### src/rtl/bcl_pkg.sv
package bcl_pkg;

   typedef enum logic [1:0] {
      ST_STARVING  = 2'b00,
      ST_HUNGRY    = 2'b01,
      ST_SATISFIED = 2'b10,
      ST_NOACTION  = 2'b11
   } fifo_stat_e;

   // Budget granted for a status code; callers skip ST_NOACTION.
   function automatic logic [8:0] grant_for(input logic [1:0] code,
                                            input logic [8:0] lim_starve,
                                            input logic [8:0] lim_hungry);
      logic [8:0] g;
      case (code)
         ST_STARVING: g = lim_starve;
         ST_HUNGRY:   g = lim_hungry;
         default:     g = '0;
      endcase
      return g;
   endfunction

endpackage

### src/rtl/bcl_cfg_reg.sv
module bcl_cfg_reg #(
   parameter int CFG_W     = 32,
   parameter int LIM_W     = 9,
   parameter int HI_LSB    = 16,
   parameter int RST_HI    = 6,
   parameter int RST_LO    = 2
) (
   input  logic             clk,
   input  logic             rst_n,
   input  logic             wr,
   input  logic [CFG_W-1:0] wdata,
   output logic [LIM_W-1:0] lim_starve,
   output logic [LIM_W-1:0] lim_hungry
);

   localparam int HI_MSB = HI_LSB + LIM_W - 1;

   if (HI_MSB >= CFG_W) begin : g_bad_hi
      $error("bcl_cfg_reg: starving field exceeds register width");
   end
   if (LIM_W > HI_LSB) begin : g_bad_lo
      $error("bcl_cfg_reg: hungry field overlaps starving field");
   end

   always_ff @(posedge clk) begin
      if (!rst_n) begin
         lim_starve <= LIM_W'(RST_HI);
         lim_hungry <= LIM_W'(RST_LO);
      end else if (wr) begin
         lim_starve <= wdata[HI_MSB:HI_LSB];
         lim_hungry <= wdata[LIM_W-1:0];
      end
   end

   AST_CFG_HOLD: assert property (@(posedge clk) disable iff (!rst_n)
      !wr |=> ($stable(lim_starve) && $stable(lim_hungry)));

endmodule

### src/rtl/bcl_credit_counter.sv
module bcl_credit_counter #(
   parameter int CNT_W = 9
) (
   input  logic             clk,
   input  logic             rst_n,
   input  logic             load,
   input  logic [CNT_W-1:0] load_val,
   input  logic             dec,
   output logic             nonzero
);

   logic [CNT_W-1:0] cnt;

   if (CNT_W < 1) begin : g_bad_w
      $error("bcl_credit_counter: counter width must be positive");
   end

   always_ff @(posedge clk) begin
      if (!rst_n)
         cnt <= '0;
      else if (load)
         cnt <= load_val;
      else if (dec && cnt != '0)
         cnt <= cnt - 1'b1;
   end

   assign nonzero = |cnt;

   AST_LOAD_REPLACES: assert property (@(posedge clk) disable iff (!rst_n)
      load |=> cnt == $past(load_val));
   AST_DEC_BY_ONE: assert property (@(posedge clk) disable iff (!rst_n)
      (!load && dec && cnt != '0) |=> cnt == $past(cnt) - 1'b1);
   AST_SAT_ZERO: assert property (@(posedge clk) disable iff (!rst_n)
      (!load && cnt == '0) |=> cnt == '0);
   AST_IDLE_HOLD: assert property (@(posedge clk) disable iff (!rst_n)
      (!load && !dec) |=> $stable(cnt));

endmodule

### src/rtl/burst_credit_limiter.sv
module burst_credit_limiter #(
   parameter int NUM_CH   = 16,
   parameter int CFG_W    = 32,
   parameter int LIM_W    = 9,
   parameter int RST_HI   = 6,
   parameter int RST_LO   = 2,
   localparam int CH_W    = (NUM_CH > 1) ? $clog2(NUM_CH) : 1
) (
   input  logic              clk,
   input  logic              rst_n,
   input  logic              cfg_wr,
   input  logic [CFG_W-1:0]  cfg_wdata,
   input  logic              stat_valid,
   input  logic [CH_W-1:0]   stat_chan,
   input  logic [1:0]        stat_code,
   input  logic              sent_valid,
   input  logic [CH_W-1:0]   sent_chan,
   output logic [NUM_CH-1:0] may_send
);
   import bcl_pkg::*;

   if (LIM_W != 9) begin : g_bad_lim
      $error("burst_credit_limiter: limit fields are 9 bits wide");
   end
   if (NUM_CH < 1 || NUM_CH > 256) begin : g_bad_ch
      $error("burst_credit_limiter: NUM_CH out of range");
   end

   logic [LIM_W-1:0] lim_starve, lim_hungry, grant;
   logic             stat_act;

   bcl_cfg_reg #(
      .CFG_W (CFG_W), .LIM_W (LIM_W), .HI_LSB (16),
      .RST_HI(RST_HI), .RST_LO(RST_LO)
   ) u_cfg (
      .clk(clk), .rst_n(rst_n), .wr(cfg_wr), .wdata(cfg_wdata),
      .lim_starve(lim_starve), .lim_hungry(lim_hungry)
   );

   assign stat_act = stat_valid && (stat_code != ST_NOACTION);
   assign grant    = grant_for(stat_code, lim_starve, lim_hungry);

   for (genvar i = 0; i < NUM_CH; i++) begin : g_ch
      logic ld, dc;
      assign ld = stat_act   && (stat_chan == CH_W'(i));
      assign dc = sent_valid && (sent_chan == CH_W'(i));
      bcl_credit_counter #(.CNT_W(LIM_W)) u_cnt (
         .clk(clk), .rst_n(rst_n), .load(ld), .load_val(grant),
         .dec(dc), .nonzero(may_send[i])
      );
   end

   AST_SATISFIED_STOPS: assert property (@(posedge clk) disable iff (!rst_n)
      (stat_valid && stat_code == ST_SATISFIED) |=> !may_send[$past(stat_chan)]);
   AST_NOACTION_KEEPS: assert property (@(posedge clk) disable iff (!rst_n)
      (stat_valid && stat_code == ST_NOACTION && !sent_valid) |=> $stable(may_send));
   AST_QUIET_STABLE: assert property (@(posedge clk) disable iff (!rst_n)
      (!stat_valid && !sent_valid) |=> $stable(may_send));

endmodule

### config.mk
export PLATFORM = sky130hd
export DESIGN_NAME = burst_credit_limiter
export DESIGN_NICKNAME = d
export VERILOG_FILES = /design/src/rtl/bcl_pkg.sv /design/src/rtl/bcl_cfg_reg.sv /design/src/rtl/bcl_credit_counter.sv /design/src/rtl/burst_credit_limiter.sv
export SDC_FILE = /design/constraint.sdc
export NUM_CORES = 1
export LEC_CHECK = 0
export BUFFER_PORTS_ARGS = -buffer_cell sky130_fd_sc_hd__buf_2
export CAP_MARGIN = 20
export CORE_MARGIN = 2
export CORE_UTILIZATION = 45
export DETAILED_ROUTE_END_ITERATION = 10
export REMOVE_ABC_BUFFERS = 1
export SLEW_MARGIN = 20
export SYNTH_ARGS = -nofsm -noshare
export SYNTH_HDL_FRONTEND = slang
export SYNTH_SLANG_ARGS = --single-unit
### constraint.sdc
create_clock -name clk -period 2.95 [get_ports clk]
set_input_delay 0.4425 -clock clk [delete_from_list [all_inputs] [get_ports clk]]
set_output_delay 0.4425 -clock clk [all_outputs]
set_load 0.01 [all_outputs]
# Yosys cells after proc, flatten, opt, wreduce, memory -nomap -nowiden
# Index checks and enable logic that the tools add are counted.
word_totals:
  register_bits: 162
  input_bits: 47
  output_inout_bits: 16
  word_cells: 199
op_classes:
  add_sub_neg: 16
  eq_ne: 32
  mux: 33
  n_reduce_logical: 100
op_table:
  columns: ["cell", "count"]
  rows:
  - ["two-way mux 9 bit", 32]
  - ["nonzero test 9 bit", 16]
  - ["OR reduction 9 bit", 16]
  - ["subtractor 9 x 1 -> 9 bit, second input constant", 16]
  - ["== test 4 bit, second input constant", 16]
  - ["logical AND 1 bit", 49]
  - ["== test 4 x 3 -> 1 bit, second input constant", 8]
  - ["nonzero test 2 bit", 16]
  - ["case mux 9 bit (2 select lines)", 1]
  - ["== test 4 x 2 -> 1 bit, second input constant", 4]
  - ["== test 4 x 1 -> 1 bit, second input constant", 2]
  - ["zero test 4 bit", 2]
  - ["== test 2 x 1 -> 1 bit, second input constant", 1]
  - ["zero test 2 bit", 1]
  - ["inequality test 2 bit, second input constant", 1]

# Logic depth before layout (Yosys ltp)
# Gate-level depths: netlist (run 1).
depth:
  ltp_word: 5
  depth_mapped: 8
  ltp_nobuf: 7

# Hierarchy
# From an unflattened synthesis (run 1), not the netlist that was laid out.
hier_totals:
  cells_unflattened: 1265
  area_unflattened_um2: 10657.7
by_module_without_submodules:
  columns: ["module", "instances", "cells_per_inst", "area_each_um2", "seq_area_each_um2"]
  rows:
  - ["bcl_credit_counter", 16, 71, 594.3, 180.2]
  - ["bcl_cfg_reg", 1, 57, 680.7, 360.3]
  - ["burst_credit_limiter", 1, 72, 467.9, 0.0]

# Least setup slack after synthesis (run 1)
# No wires, ideal clock.
synth_timing:
  path_kind: "register -> output"
  startpoint: "reg g_ch[3].u_cnt.cnt[0]"
  endpoint: "out may_send[3]"
  t_arrival_ns: 1.773
  t_required_ns: 2.508
  setup_slack_ns: 0.735
  path_stages_with_launch: 7
  n_path_buf: 2
  path_cell_list: "dfxtp_1 > inv_1 > ha_1 > or4b_4 > or4_4 > buf_6 > buf_4"
synth_via:
  elab_chain_len: 1
synth_lines:
  columns: ["item", "line_no", "rtl"]
  rows:
  - ["start: declaration", "bcl_credit_counter.sv:12", "logic [CNT_W-1:0] cnt;"]
  - ["start signal: assignment", "bcl_credit_counter.sv:22", "cnt <= load_val;"]
  - ["start signal: assignment", "bcl_credit_counter.sv:24", "cnt <= cnt - 1'b1;"]
  - ["OR reduction 9 bit", "bcl_credit_counter.sv:27", "assign nonzero = |cnt;"]
  - ["end: declaration", "burst_credit_limiter.sv:18", "output logic [NUM_CH-1:0] may_send"]
# Every way passes these cells.

# Worst setup path in the final report (run 1)
# Same ends and word-level chain as after synthesis.

==> impl_metrics.ini, run 1 <==
[setup_path]
cp-end-kind = output port
cp_max_fo = 6
start_kind = flop
criticalPathCategory = reg2out
required_ps = 2510
slowest_stage = or4_4
slowest_delay_ps = 560
worst-path-buf-inv = 2
critPathTopFamily = simple AND/OR/NAND/NOR gates
critPathArrivalTime_ps = 2270
cp_cell_sequence = inv_1 -> ha_1 -> or4b_4 -> or4_4 -> buf_2

[synthesis]
synth-async-reset-ratio_pct = 0
synth_edf_count = 0
yosys_warnings = 0
syn_inst = 1102
synth_flop_cell = dfxtp_1
synth_top_area_share_pct = 36.1
yosys-top-cells-area = dfxtp_1 36%, xor2_1 4.9%, o21ai_0 4.8%
syn_area_per_cell_sq_um = 8.16
yosys_register_bits = 162
ys_seq_area_share_pct = 36.1
synth_largest_area_cell = dfxtp_1
synth_area_sq_um = 8990
ys_types = 72

[clock_network]
cts_hold_buffers = 0
cts_buffers = 17
cts_tree = built
clkLatencyLatePin_ps = 430
clkTransAtPathRegs_ps = 60
ctsResizeCount = 0
htreeDepth = 4
postCtsSetupBuffers = 0
clock-root-buffer = clkbuf_16
clockBufferDepth = 2
clock_sinks = 162

[routing]
wl_per_cell_um = 17.1
drc = 0
vias_per_cell = 5.65
vias = 7892
ant_nets = 0
wirelength_um = 23900
drtIter0Drc = 517
dr.pass1.iters = 5

[final_layout]
layout_commonest_cell = dfxtp_1
fillers = 1930
area_growth_pct = 11.2
drive_gt1_share_pct = 10.8
final_nets = 1180
fin_util_pct = 51.2
multi_input_area_sq_um = 5250
final_cell_mix = 162 x dfxtp_1, 89 x nand2_1, 86 x o21ai_0
seq_area_sq_um = 3240

[power_and_ir_drop]
powerDensity_nw_per_um2 = 519
ir_drop_uv = 400
leakagePower_nw = 3.72

[floorplanning]
core_sq_um = 19500
ios = 63
num_rows = 51
design.die.area_sq_um = 21100
dieHeight_um = 145
die_w_um = 145
initial_utilization_pct = 46.0

[sta]
rsz0062_at_grt = no
finClkSkew_ps = 8.03
setup_tns_ps = 0
min_period_over_period_pct = 92.0
setup_violations = 0
final_max_slew_viol_count = 0
tightest_slew_ps = 756
slew_headroom_pct = 49.4
period_needed_ps = 2710
fmax_mhz = 368
hold_viol_final = 0

[run]
maxCapViolations = 0

[outcome]
status = complete, no violations

[grt]
grt_max_degree = 43
grt_pass1_wl_um = 38300
grt-ovfl-total = 0
grt_pass1_vias = 7276
track_usage_pct = 22.5
grt_antenna_before_repair = 1

[min_path]
hold_class = in2reg

[placement]
port_buffers = 48
dp_hpwl_um = 16300
place_congestion = 0.837
==> layout make-up <==
cell class	instances	area share, %
sequential	162	32.5
tap	265	3.32
antenna	1	0.0250
multi-input combinational	830	52.6
inverter	37	1.39
timing repair buffer	69	4.01
clock inverter	12	1.55
clock buffer	20	4.67
==> power breakdown <==
group	internal [mW]	switching, mW	total (mW)
clock	1.40	0.926	2.33
sequential	2.24	0.0429	2.28
combinational	0.215	0.356	0.571
==> routing by layer <==
metal | GRT usage, % | up-vias | part of all wire (%)
met5 | 0 | - | 0
met3 | 4.03 | 31 | 5.6
met2 | 35.7 | 175 | 45
li1 | - | 4017 | -
met1 | 31.8 | 3669 | 48
met4 | 5.98 | 0 | 1.5
==> synthesized netlist by cell type, types with 16 or more instances <==
| master | number |
|---|---|
| a21oi_1 | 83 |
| buf_4 | 16 |
| clkbuf_1 | 46 |
| dfxtp_1 | 162 |
| ha_1 | 16 |
| inv_1 | 37 |
| mux2i_1 | 30 |
| nand2_1 | 89 |
| nand3_1 | 45 |
| nand4_1 | 22 |
| nor2_1 | 62 |
| nor2b_1 | 29 |
| nor3_1 | 36 |
| nor4_1 | 22 |
| o21ai_0 | 86 |
| o22ai_1 | 35 |
| or4_1 | 16 |
| xnor2_1 | 44 |
| xor2_1 | 50 |
==> path summary, 6_finish.rpt <==
path / startpoint / endpoint / slack (ps) / cells after the start
worst max-delay path: g_ch[3].u_cnt.cnt[0] / may_send[3] / 240 / 5
worst min-delay path: cfg_wdata[18] / u_cfg.lim_starve[2] / 230 / 3
worst max register to register: g_ch[3].u_cnt.cnt[0] / g_ch[3].u_cnt.cnt[1] / 690 / 7
worst min register to register: g_ch[4].u_cnt.cnt[8] / g_ch[4].u_cnt.cnt[8] / 470 / 2
==> sequential cells by signal (all words and copies together), names as in the netlist <==
signal,cells
g_ch.u_cnt.cnt,144
u_cfg.lim_hungry,9
u_cfg.lim_starve,9
==> through the flow <==
stage | cell area (sq um) | worst slack (ps) | hold slack, ps | instances | power [mW]
global route | 9990 | 150 | 253 | 1395 | 5.39
CTS | 9990 | 213 | 216 | 1395 | 5.23
floorplan | 8630 | 818 | 439 | 1029 | 2.66
global placement | 9370 | 543 | 459 | 1363 | 2.89
detailed placement | 9370 | 582 | 464 | 1363 | 2.90
finish | 9990 | 235 | 228 | 1396 | 5.18
==> worst register-to-register path: cells and delay by family (launching register included) <==
family / cells / cell delay (ps)
flip-flops: 1 / 330
AND/OR/NAND/NOR: 3 / 1160
AO/OA/AOI/OAI: 1 / 90
adder cells (fa/ha/maj): 1 / 200
multiplexers: 1 / 320
buffers and inverters: 1 / 90
==> kinds of logic (layout without fill, tap and decap cells) <==
group	Yosys count	in the layout	share of synthesized area (%)
AO/OA/AOI/OAI	278	278	18.2
XOR/XNOR	94	94	9.16
adder cells (fa/ha/maj)	16	16	2.23
buffers and inverters	110	138	5.47
flip-flops	162	162	36.1
multiplexers	38	38	4.34
other	0	1	0
AND/OR/NAND/NOR	404	404	24.5
No activity file was read; power rests on OpenSTA's default activity.
==> run 2: changes to the inputs <==
--- a/config.mk
+++ b/config.mk
@@ -5,6 +5,7 @@
 export SDC_FILE = /design/constraint.sdc
 export NUM_CORES = 1
 export LEC_CHECK = 0
+export ABC_AREA = 1
 export BUFFER_PORTS_ARGS = -buffer_cell sky130_fd_sc_hd__buf_2
 export CAP_MARGIN = 20
 export CORE_MARGIN = 2
==> run 2 against run 1 <==
  * Sequential share of layout area is 4.7 points lower
  * Highest routed layer is now met5
  * Core utilization fell by 1.3 points
  * Sequential power about the same
  * Maximum frequency increased by 25%
==> impl_metrics.ini, run 2 <==
[routing]
met2WireLength_um = 13900
top_layer = met5
vias = 11022
wl_per_cell_um = 13.9
wl_met1_um = 14600
wirelength_um = 30100
ant_nets = 0
drc = 0
drtIter0Drc = 813
dr.pass1.iters = 5
dr_wl_met3_um = 1270
vias_per_cell = 5.10

[floorplanning]
num_rows = 56
ios = 63
die_w_um = 158
initial_utilization_pct = 45.8
design.die.area_sq_um = 25000
core_sq_um = 23400
dieHeight_um = 158

[power_and_ir_drop]
p_clk_share_pct = 41.1
p_sw_mw = 1.72
leakagePower_nw = 5.23
p_seq_share_pct = 41.9
ir_drop_uv = 261
intPower_mw = 3.78
comb_power_share_pct = 16.9
swShare_pct = 31.3
powerDensity_nw_per_um2 = 470

[min_path]
min_from = cfg_wdata[18]
worstHoldPathCells = 3
min_to = u_cfg.lim_starve[2]
hold_class = in2reg

[sta]
whs_ps = 215
setup_violations = 0
setup_tns_ps = 0
final_max_slew_viol_count = 0
hold_viol_final = 0
period_needed_ps = 2170
min_period_over_period_pct = 73.6
tightest_slew_ps = 795
slew_headroom_pct = 46.9
rsz0062_at_grt = no
fmax_mhz = 461
finClkSkew_ps = 14.1

[synthesis]
syn_inst = 1809
synth_area_sq_um = 10700
synth_flop_cell = dfxtp_1
synth_largest_area_cell = dfxtp_1
synth_edf_count = 0
synth_top_area_share_pct = 30.3
syn_area_per_cell_sq_um = 5.92
synth_most_common_cell = nand2_1
yosys-top-cells-area = dfxtp_1 30%, nand2_1 18%, nor2_1 11%
yosys_warnings = 0
ys_seq_area_share_pct = 30.3
ys_types = 33
yosys_register_bits = 162
synth-async-reset-ratio_pct = 0
ys_top_cells_by_count = 504 x nand2_1, 314 x nor2_1, 221 x nand3_1

[setup_path]
cp_max_fo = 5
start_kind = flop
r2r_cells = 9
cp-end-kind = output port
worstReg2RegEnd = g_ch[0].u_cnt.cnt[0]
critPathArrivalTime_ps = 1730
required_ps = 2510
rr_startpoint = g_ch[0].u_cnt.cnt[0]
r2r_slack_ps = 860
criticalPathCategory = reg2out

[placement]
dp_hpwl_um = 19800
port_buffers = 48
place_congestion = 0.856

[final_layout]
area_growth_pct = 9.09
layout_commonest_cell = nand2_1
reg_top3 = g_ch.u_cnt.cnt x144, u_cfg.lim_hungry x9, u_cfg.lim_starve x9
regMostFlops = g_ch.u_cnt.cnt
largest_register_ffs = 144
final_cell_mix = 504 x nand2_1, 314 x nor2_1, 221 x nand3_1
final_nets = 1890
drive_gt1_share_pct = 7.45

[clock_network]
cts_buffers = 17
postCtsSetupBuffers = 0
clockBufferDepth = 2
htreeDepth = 4
cts_tree = built
clock_sinks = 162
clkTransAtPathRegs_ps = 80
ctsResizeCount = 0
clkLatencyLatePin_ps = 440
clock-root-buffer = clkbuf_16
cts_hold_buffers = 0

[grt]
grt_pass1_wl_um = 49300
grt_antenna_before_repair = 2
grt-ovfl-total = 0
grt_max_degree = 35
track_usage_pct = 24.8
grt_pass1_vias = 9995

[outcome]
status = complete, no violations

[run]
maxCapViolations = 0
run 2: cell types whose count changed in the layout (fill, tap and decap cells not counted), sizes merged, moves of 17 or more:
cell / before / now
nor2b: 29 / 0
a21oi: 83 / 124
xnor2: 44 / 14
mux2i: 30 / 0
xor2: 50 / 14
or4: 17 / 0
nand2: 90 / 520
inv: 38 / 188
nor4: 22 / 0
o22ai: 35 / 1
nand3: 45 / 226
nor2: 64 / 316
run 2: stage by stage:
step                      utilization [%]  total power, mW  cell area [sq um]  setup slack (ps)  std cells
final                                49.9             5.50              11700               779       2161
after global routing                 49.9             5.77              11700               639       2160
after CTS                            49.9             5.54              11700               767       2159
after detailed placement             47.4             3.28              11100               526       2127
after global placement               47.4             3.27              11100               558       2127
after floorplan                         -             2.99              10300               186       1741
run 2: metal layers:
layer / vias to the layer above / GRT usage (%)
met2: 211 / 42.3
met5: - / 0
met4: 2 / 5.75
met1: 4963 / 33.1
li1: 5828 / -
met3: 18 / 3.40
run 2: worst max-delay path by stage:
stage,start,endpoint,slack [ps],depth (start not counted)
global route,g_ch[13].u_cnt.cnt[0],may_send[13],640,6
global placement,stat_code[0],g_ch[12].u_cnt.cnt[7],560,7
floorplan,rst_n,g_ch[14].u_cnt.cnt[8],190,2
finish,g_ch[13].u_cnt.cnt[0],may_send[13],780,6
detailed placement,stat_code[0],g_ch[12].u_cnt.cnt[4],530,7
CTS,g_ch[13].u_cnt.cnt[0],may_send[13],770,6
run 2: layout make-up:
| type | count | area (sq um) |
|---|---|---|
| fill | 2497 | 11700 |
| multi-input combinational | 1394 | 6350 |
| sequential | 162 | 3240 |
| inverter | 185 | 697 |
| clock buffer | 17 | 425 |
| tap | 319 | 399 |
| timing repair buffer | 67 | 395 |
| clock inverter | 15 | 161 |
| antenna | 2 | 5.00 |
run 2: power by group through the flow:
stage / registers [mW] / clock network [mW] / logic (mW)
floorplan: 2.34 / 0 / 0.654
finish: 2.30 / 2.26 / 0.931
global route: 2.31 / 2.39 / 1.07
CTS: 2.30 / 2.31 / 0.933
detailed placement: 2.35 / 0 / 0.928
global placement: 2.35 / 0 / 0.921
run 2: cell families after synthesis:
group	share of synthesized area, %
DFF	30.3
adders and majority gates	1.87
xor gates and xnor gates	2.29
AOI/OAI and AO/OA	11.6
buffers and inverters	10.4
and+or+nand+nor	43.5
run 2: worst max-delay path, stage by stage (launching register included):
cell and delay [ps]:
dfxtp_1 310, inv_1 90, ha_1 270, nand2_1 120
nor2_1 190, nand2_1 150, buf_2 170
==> run 3: changes to the inputs <==
==> constraint.sdc (replaced) <==
create_clock -name clk -period 2 [get_ports clk]
set_input_delay 0.3 -clock clk [delete_from_list [all_inputs] [get_ports clk]]
set_output_delay 0.3 -clock clk [all_outputs]
set_load 0.01 [all_outputs]
==> run 3 against run 2 <==
  * Non-clock buffer count rose by 33
  * Combinational power rose by 57%
  * Largest power group is now clock
  * Die area did not move
  * Clock power rose by 61%
  * Sequential cell count did not move
  * Global-route usage fell by 0.075 points
  * Sequential power rose by 48%
  * Core utilization rose by 2.1 points
  * Critical endpoint unchanged
  * Register-to-register slack got worse by 710 ps
  * Clock skew fell by 1.8 ps
  * First-iteration DRC count rose by 6.2%
  * Worst setup slack got worse by 700 ps
==> impl_metrics.ini, run 3 (synthesis gave the netlist of run 2 again) <==
[final_layout]
fillers = 2472
layout_commonest_cell = nand2_1
diodes = 0
drive_gt1_share_pct = 10.7
regMostFlops = g_ch.u_cnt.cnt
fin_cells = 2192
reg_top3 = g_ch.u_cnt.cnt x144, u_cfg.lim_hungry x9, u_cfg.lim_starve x9
final_cell_mix = 503 x nand2_1, 300 x nor2_1, 220 x nand3_1
final_nets = 1923
largest_register_ffs = 144
area_growth_pct = 13.8

[clock_network]
htreeDepth = 4
cts_buffers = 17
postCtsSetupBuffers = 0
clockBufferDepth = 2
cts_hold_buffers = 0
clock_sinks = 162
clkTransAtPathRegs_ps = 80
cts_tree = built
clkLatencyLatePin_ps = 440
clock-root-buffer = clkbuf_16

[routing]
ant_nets = 0
vias = 11270
wl_per_cell_um = 14.0
drtIter0Drc = 863
wirelength_um = 30700
dr.pass1.iters = 5
drc = 0
vias_per_cell = 5.14

[setup_path]
slowest_stage = dfxtp_1
cp_cell_sequence = inv_1 -> ha_2 -> nand2_1 -> nor2_1 -> nand2_1 -> buf_2
criticalPathCategory = reg2out
cp_max_fo = 5
start_kind = flop
cp-end-kind = output port
required_ps = 1700
slowest_delay_ps = 320
critPathArrivalTime_ps = 1620
crit_top_cell = nand2_1

[sta]
hold_viol_final = 0
tightest_slew_ps = 592
slew_headroom_pct = 60.5
period_needed_ps = 1920
min_period_over_period_pct = 96.1
whs_ps = 77.7
setup_slack_ps = 77.3
rsz0062_at_grt = no
setup_tns_ps = 0
setup_violations = 0
finClkSkew_ps = 12.3
final_max_slew_viol_count = 0
fmax_mhz = 520

[min_path]
hold_class = in2reg

[power_and_ir_drop]
swShare_pct = 29.5
intPower_mw = 5.99
p_sw_mw = 2.50
comb_power_share_pct = 17.2
p_clk_share_pct = 42.8
leakagePower_nw = 5.45
powerDensity_nw_per_um2 = 697
ir_drop_uv = 470
p_seq_share_pct = 40.0

[placement]
place_congestion = 0.870
port_buffers = 48
dp_cells = 2160
dp_hpwl_um = 20300
preCtsSetupSlack_ps = 164

[grt]
grt_max_degree = 73
grt_antenna_before_repair = 2
grt-ovfl-total = 0
grt_pass1_wl_um = 49500
track_usage_pct = 24.7
grt_pass1_vias = 10193

[floorplanning]
dieHeight_um = 158
num_rows = 56
initial_utilization_pct = 45.8
design.die.area_sq_um = 25000
die_w_um = 158
ios = 63
core_sq_um = 23400

[run]
maxCapViolations = 0

[outcome]
status = complete, no violations
run 3: timing repair:
item,4_1_cts,5_1_grt
pin swaps,0,0
setup endpoints to repair,1,32
resized for setup,1,34
run 3: worst paths after layout:
check / depth (start not counted) / slack (ps) / to / startpoint
setup / recovery: 6 / 80 / may_send[13] / g_ch[13].u_cnt.cnt[0]
hold / removal: 3 / 80 / u_cfg.lim_starve[1] / cfg_wdata[17]
setup reg to reg: 9 / 150 / g_ch[1].u_cnt.cnt[0] / g_ch[1].u_cnt.cnt[0]
hold reg to reg: 2 / 460 / u_cfg.lim_hungry[1] / u_cfg.lim_hungry[1]
run 3: through the flow:
| step | util, % | cell area [sq um] | power [mW] |
|---|---|---|---|
| 2_1_floorplan | - | 10300 | 4.42 |
| 3_3_place_gp | 48.9 | 11400 | 4.88 |
| 3_5_place_dp | 48.9 | 11400 | 4.90 |
| 4_1_cts | 51.6 | 12100 | 8.55 |
| 5_1_grt | 52.1 | 12200 | 8.93 |
| 6_report | 52.1 | 12200 | 8.49 |
run 3: power by group through the flow:
| stage | clock network (mW) | registers [mW] | logic, mW |
|---|---|---|---|
| 2_1_floorplan | 0 | 3.45 | 0.965 |
| 5_1_grt | 3.85 | 3.41 | 1.66 |
| 3_3_place_gp | 0 | 3.47 | 1.41 |
| 4_1_cts | 3.71 | 3.40 | 1.44 |
| 3_5_place_dp | 0 | 3.47 | 1.43 |
| 6_report | 3.64 | 3.40 | 1.46 |
run 3: worst max-delay path, delay by kind of cell (launching register included):
| family | cells | cell delay [ps] |
|---|---|---|
| flip-flops | 1 | 320 |
| buffers and inverters | 2 | 260 |
| adder cells (fa/ha/maj) | 1 | 240 |
| AND/OR/NAND/NOR | 3 | 370 |
run 3: layout make-up:
cell class | count | area, sq um | area share [%]
Tap cell | 319 | 399 | 3.28
Clock buffer | 17 | 425 | 3.49
Multi-Input combinational cell | 1394 | 6460 | 53.0
Inverter | 185 | 697 | 5.72
Clock inverter | 15 | 216 | 1.78
Timing Repair Buffer | 100 | 743 | 6.10
Sequential cell | 162 | 3240 | 26.6
run 3: routing by layer:
metal / share of wire [%] / GRT usage [%] / wire length [um] / vias up
met5: 0.078 / 0 / 24 / -
met4: 1.3 / 6.18 / 391 / 4
met3: 4.9 / 3.67 / 1520 / 33
met2: 45 / 41.5 / 13900 / 232
met1: 48 / 33.2 / 14800 / 5092
li1: - / - / - / 5909
